File: src/rtl/rst_pwr_ctl.sv
module rst_pwr_ctl #(
  parameter int OSC_PER_MC = 12,
  parameter int HOLD_MC    = 2
) (
  input  logic clk_osc,
  input  logic rst_pin,
  input  logic req_idle,
  input  logic req_pd,
  input  logic irq_pend,
  output logic core_rst,
  output logic cpu_clk_en,
  output logic periph_clk_en,
  output logic osc_run,
  output logic ram_wr_block
);

  localparam int TICKS_PER_MC = OSC_PER_MC / 2;
  localparam int ST_W = (TICKS_PER_MC > 1) ? $clog2(TICKS_PER_MC) : 1;
  localparam logic [ST_W-1:0] ST_LAST = ST_W'(TICKS_PER_MC - 1);
  localparam int HC_W = $clog2(HOLD_MC + 1);
  localparam logic [HC_W-1:0] HC_FULL = HC_W'(HOLD_MC);
  localparam int MIN_HI = HOLD_MC * OSC_PER_MC;
  localparam int RUN_W = $clog2(MIN_HI + 1) + 1;

  logic            half;
  logic [ST_W-1:0] st;
  logic            sync1, pin_s;
  logic [HC_W-1:0] hcnt;
  logic            pd_q, pd_hold, idle_q, rst_wake;
  logic            mstb, run;

  assign osc_run       = ~pd_q;
  assign mstb          = half && (st == ST_LAST);
  assign run           = ~idle_q & ~pd_hold & ~core_rst & ~pin_s;
  assign cpu_clk_en    = osc_run & half & ~idle_q & ~pd_hold;
  assign periph_clk_en = osc_run & half & ~pd_hold;
  assign ram_wr_block  = rst_wake | core_rst;

  // divide-by-two and machine-cycle phase
  always_ff @(posedge clk_osc) begin
    if (osc_run) begin
      half <= ~half;
      if (half) st <= (st == ST_LAST) ? '0 : st + 1'b1;
    end
  end

  // pin synchroniser and hold filter
  always_ff @(posedge clk_osc) begin
    if (osc_run) begin
      sync1 <= rst_pin;
      pin_s <= sync1;
      if (!pin_s)                      hcnt <= '0;
      else if (mstb && hcnt != HC_FULL) hcnt <= hcnt + 1'b1;
      if (mstb) core_rst <= pin_s && (hcnt == HC_FULL);
    end
  end

  // oscillator stop, cleared by the pin without a clock
  always_ff @(posedge clk_osc or posedge rst_pin) begin
    if (rst_pin)             pd_q <= 1'b0;
    else if (run && req_pd)  pd_q <= 1'b1;
  end

  always_ff @(posedge clk_osc) begin
    if (osc_run) begin
      if (core_rst)                 pd_hold <= 1'b0;
      else if (run && req_pd)       pd_hold <= 1'b1;

      if (core_rst)                           idle_q <= 1'b0;
      else if (idle_q && (irq_pend || pin_s)) idle_q <= 1'b0;
      else if (run && req_idle && !req_pd)    idle_q <= 1'b1;

      if (core_rst || !pin_s)       rst_wake <= 1'b0;
      else if (idle_q)              rst_wake <= 1'b1;
    end
  end

  // ---------------- assertions ----------------
  logic [RUN_W-1:0] pin_hi_run;
  always_ff @(posedge clk_osc) begin
    if (!rst_pin)         pin_hi_run <= '0;
    else if (~&pin_hi_run) pin_hi_run <= pin_hi_run + 1'b1;
    // reset only after the pin held high for the full hold time
    if (osc_run && mstb && pin_s && hcnt == HC_FULL && !core_rst)
      a_r1_hold_time: assert (pin_hi_run >= RUN_W'(MIN_HI))
        else $error("R1 reset asserted after %0d high cycles", pin_hi_run);
  end

  a_r3_half_rate: assert property (@(posedge clk_osc) disable iff (!osc_run)
    cpu_clk_en |=> !cpu_clk_en);

  a_r5_irq_wake: assert property (@(posedge clk_osc) disable iff (rst_pin)
    (osc_run && idle_q && irq_pend && !core_rst) |=> !idle_q);

  a_r6_ram_block: assert property (@(posedge clk_osc) disable iff (core_rst)
    (osc_run && idle_q && pin_s) |=> ram_wr_block);

  a_r7_pd_sticky: assert property (@(posedge clk_osc) disable iff (rst_pin)
    !osc_run |=> !osc_run);

  a_r9_pd_priority: assert property (@(posedge clk_osc) disable iff (rst_pin)
    (osc_run && run && req_pd && req_idle) |=> (!osc_run && !cpu_clk_en));

endmodule

File: config.mk
export PLATFORM = sky130hd
export DESIGN_NAME = rst_pwr_ctl
export DESIGN_NICKNAME = d
export VERILOG_FILES = /design/src/rtl/rst_pwr_ctl.sv
export SDC_FILE = /design/constraint.sdc
export NUM_CORES = 1
export LEC_CHECK = 0
export ABC_AREA = 1
export BUFFER_PORTS_ARGS = -buffer_cell sky130_fd_sc_hd__buf_2
export CORE_UTILIZATION = 30
export CTS_CLUSTER_DIAMETER = 40
export DETAILED_ROUTE_END_ITERATION = 12
export PLACE_DENSITY = 0.49
export SYNTH_ARGS = -nofsm -noshare
export SYNTH_HDL_FRONTEND = slang
export SYNTH_SLANG_ARGS = --single-unit
File: constraint.sdc
create_clock -name clk_osc -period 1.79 [get_ports clk_osc]
set_clock_uncertainty 0.1 [all_clocks]
set_input_delay 0.4475 -clock clk_osc [delete_from_list [all_inputs] [get_ports clk_osc]]
set_output_delay 0.4475 -clock clk_osc [all_outputs]
set_load 0.03 [all_outputs]
==> results.json <==
{
  "peakVddDrop_v": 0.0003640,
  "ys_top_cells_by_count": "edfxtp_1, nor2_1, inv_1, nand2_1",
  "r2r-start": "st[1]$_SDFFCE_PN0N_",
  "cts_tree": "built",
  "io_buffers": 9,
  "ys_seq_area_share_pct": 62.22,
  "die_y_um": 47.44,
  "synth_top_area_share_pct": 58.18,
  "drc_errors": 0,
  "ant_nets": 0,
  "utilization_pct": 38.92,
  "max_clock_freq_mhz": 579.9,
  "grt_pass1_wl_um": 1649,
  "syn-mean-instance-area_um2": 10.68,
  "setup_tns_ns": 0,
  "slew_violations": 0,
  "cp-startpoint": "pd_q$_DFFE_PP0P_",
  "clk_latency_ns": 0.27,
  "start_util_pct": 31.89,
  "dpl.cell_count": 95,
  "p_per_area_nw_per_um2": 676.0,
  "yosysTopAreaCell": "edfxtp_1",
  "synthesis.nets": 66,
  "start_kind": "flip-flop",
  "rows": 16,
  "tightest_slew_ns": 0.2634,
  "setup_viol": 0,
  "hold_path_class": "flip-flop to flip-flop",
  "synth_warnings": 0,
  "hold_violations": 0,
  "synthCells": 58,
  "gp_congestion": 0.6678,
  "areaGrowthSynthToFinish_pct": 22.02,
  "cts_buffer_depth": 2,
  "worst_ep_required_time_ns": 1.24,
  "drtIter0Drc": 2,
  "final_cells": 101,
  "grt_pass1_vias": 384,
  "synth_enable_flop_cells": 12,
  "grt_usage_pct": 10.82,
  "clockRootBuffer": "clkbuf_4",
  "num_antenna_cells": 0,
  "clk_pin_slew_ns": 0.07,
  "outcome": "finished clean",
  "final_layout_size_suffix_gt1_share_pct": 31.08,
  "dr.pass1.iters": 2,
  "finalCriticalPeriod_ns": 1.724,
  "drt-wirelength-per-cell_um": 9.584,
  "synth.distinct_cells": 18,
  "cts_made_buffers": 3,
  "critical_path_class": "flip-flop to output pin",
  "leakage_uw": 0.0003290,
  "antenna_found_initial": 0,
  "maxCapViolations": 0,
  "vias": 418,
  "synth-seq-cells": 13,
  "dieWidth_um": 47.44,
  "synth.most_common_cell": "edfxtp_1",
  "final_nets": 83,
  "rsz0062_at_grt": "no",
  "vias_per_cell": 4.139,
  "gr-total-overflow": 0,
  "fp.dieArea_um2": 2250,
  "fin_crit_sh_pct": 96.34,
  "cts_sinks": 13,
  "netlist_area_um2": 619.3,
  "wl_um": 968,
  "relSlewSlack_pct": 82.37,
  "ios": 10,
  "core_area_um2": 1942,
  "hold_start": "sync1$_DFFE_PN_",
  "ys.flop_type": "edfxtp_1",
  "grt_max_degree": 9,
  "async_flop_share_pct": 7.692,
  "hpwlAfterDp_um": 777.7,
  "worstPathMaxFanout": 6,
  "worstSetupEndpointType": "output pin",
  "htree_levels": 1,
  "synth.area.top_cells": "edfxtp_1, nor2_1, ha_1",
  "critPathArrivalTime_ns": 1.18
}
## cell type report
type | count | area (µm²)
multi-input cells | 33 | 187.7
clock buffers | 4 | 26.28
fillers | 197 | 1186
well taps | 27 | 33.78
inverters | 11 | 41.29
repair buffers | 13 | 80.08
flip-flops and latches | 13 | 386.6
## path summary, 6_finish.rpt
check | endpoint | slack (ns) | cells after the start
min | pin_s$_DFFE_PN_ | 0.32 | 0
max in group asynchronous | pd_q$_DFFE_PP0P_ | 1.03 | 3
max reg2reg | hcnt[0]$_SDFFCE_PN0P_ | 0.38 | 6
min reg2reg | pin_s$_DFFE_PN_ | 0.32 | 0
min in group asynchronous | pd_q$_DFFE_PP0P_ | 0.46 | 3
max | cpu_clk_en | 0.07 | 2
## cell usage in the layout, fill, tap and decap left out, types with 2 or more instances in the layout
master	count
nor3_1	2
a21oi_1	3
clkbuf_4	3
nand3_1	2
edfxtp_1	12
nor2_1	11
inv_2	2
buf_4	4
ha_1	3
nand2_1	4
nand2_2	2
inv_1	9
buf_2	8
## kinds of logic (layout without fill, tap and decap cells)
| group | count (synthesis) | count (layout) | synth area share [%] |
|---|---|---|---|
| DFF | 13 | 13 | 62.22 |
| adders and majority gates | 3 | 3 | 6.061 |
| and+or+nand+nor | 24 | 24 | 17.37 |
| AOI/OAI and AO/OA | 6 | 6 | 5.858 |
| buffers and inverters | 12 | 28 | 8.485 |
## worst max-delay path, stage by stage, from the launching register on
cell	delay, ns
dfrtp_2	0.45
nor4_2	0.27
buf_4	0.20
## metal layers
metal / GRT usage [%] / part of all wire (%) / vias to the layer above
met5: 0 / 0 / -
met4: 5.143 / 0.52 / 0
met3: 2.264 / 3.5 / 2
met2: 16.44 / 50 / 9
met1: 14.73 / 46 / 181
li1: - / - / 226
## sequential cells by signal (all words and copies together) (netlist names)
| signal | flops |
|---|---|
| st | 3 |
| sync1 | 1 |
| half | 1 |
| hcnt | 2 |
| core_rst | 1 |
| pd_hold | 1 |
| pin_s | 1 |
| idle_q | 1 |
| pd_q | 1 |
| rst_wake | 1 |
## repair_timing
item                       4_1_cts  5_1_grt
pin swaps                        0        0
setup buffers                    0        1
setup endpoints to repair        1        1
gates resized for setup          2        0
hold buffers                     1        0
hold endpoints to repair         1        0
## where the power goes
group	total, µW	internal, µW	switching (µW)
sequential	327	327	0
combinational	8.41	5.31	3.11
clock	176	86.2	89.5
## per-stage QoR
step	power [µW]	setup slack [ns]	hold slack, ns	instance area (µm²)
after global placement	340.4	0.2760	0.1951	708.2
final	510.8	0.06557	0.3221	755.7
after CTS	514.4	0.02256	0.3239	748.2
after floorplan	335.7	0.05624	0.07621	625.6
after detailed placement	340.4	0.2777	0.1917	708.2
after global routing	533.4	0.001406	0.3448	755.7
No activity file was read; power rests on OpenSTA's default activity.
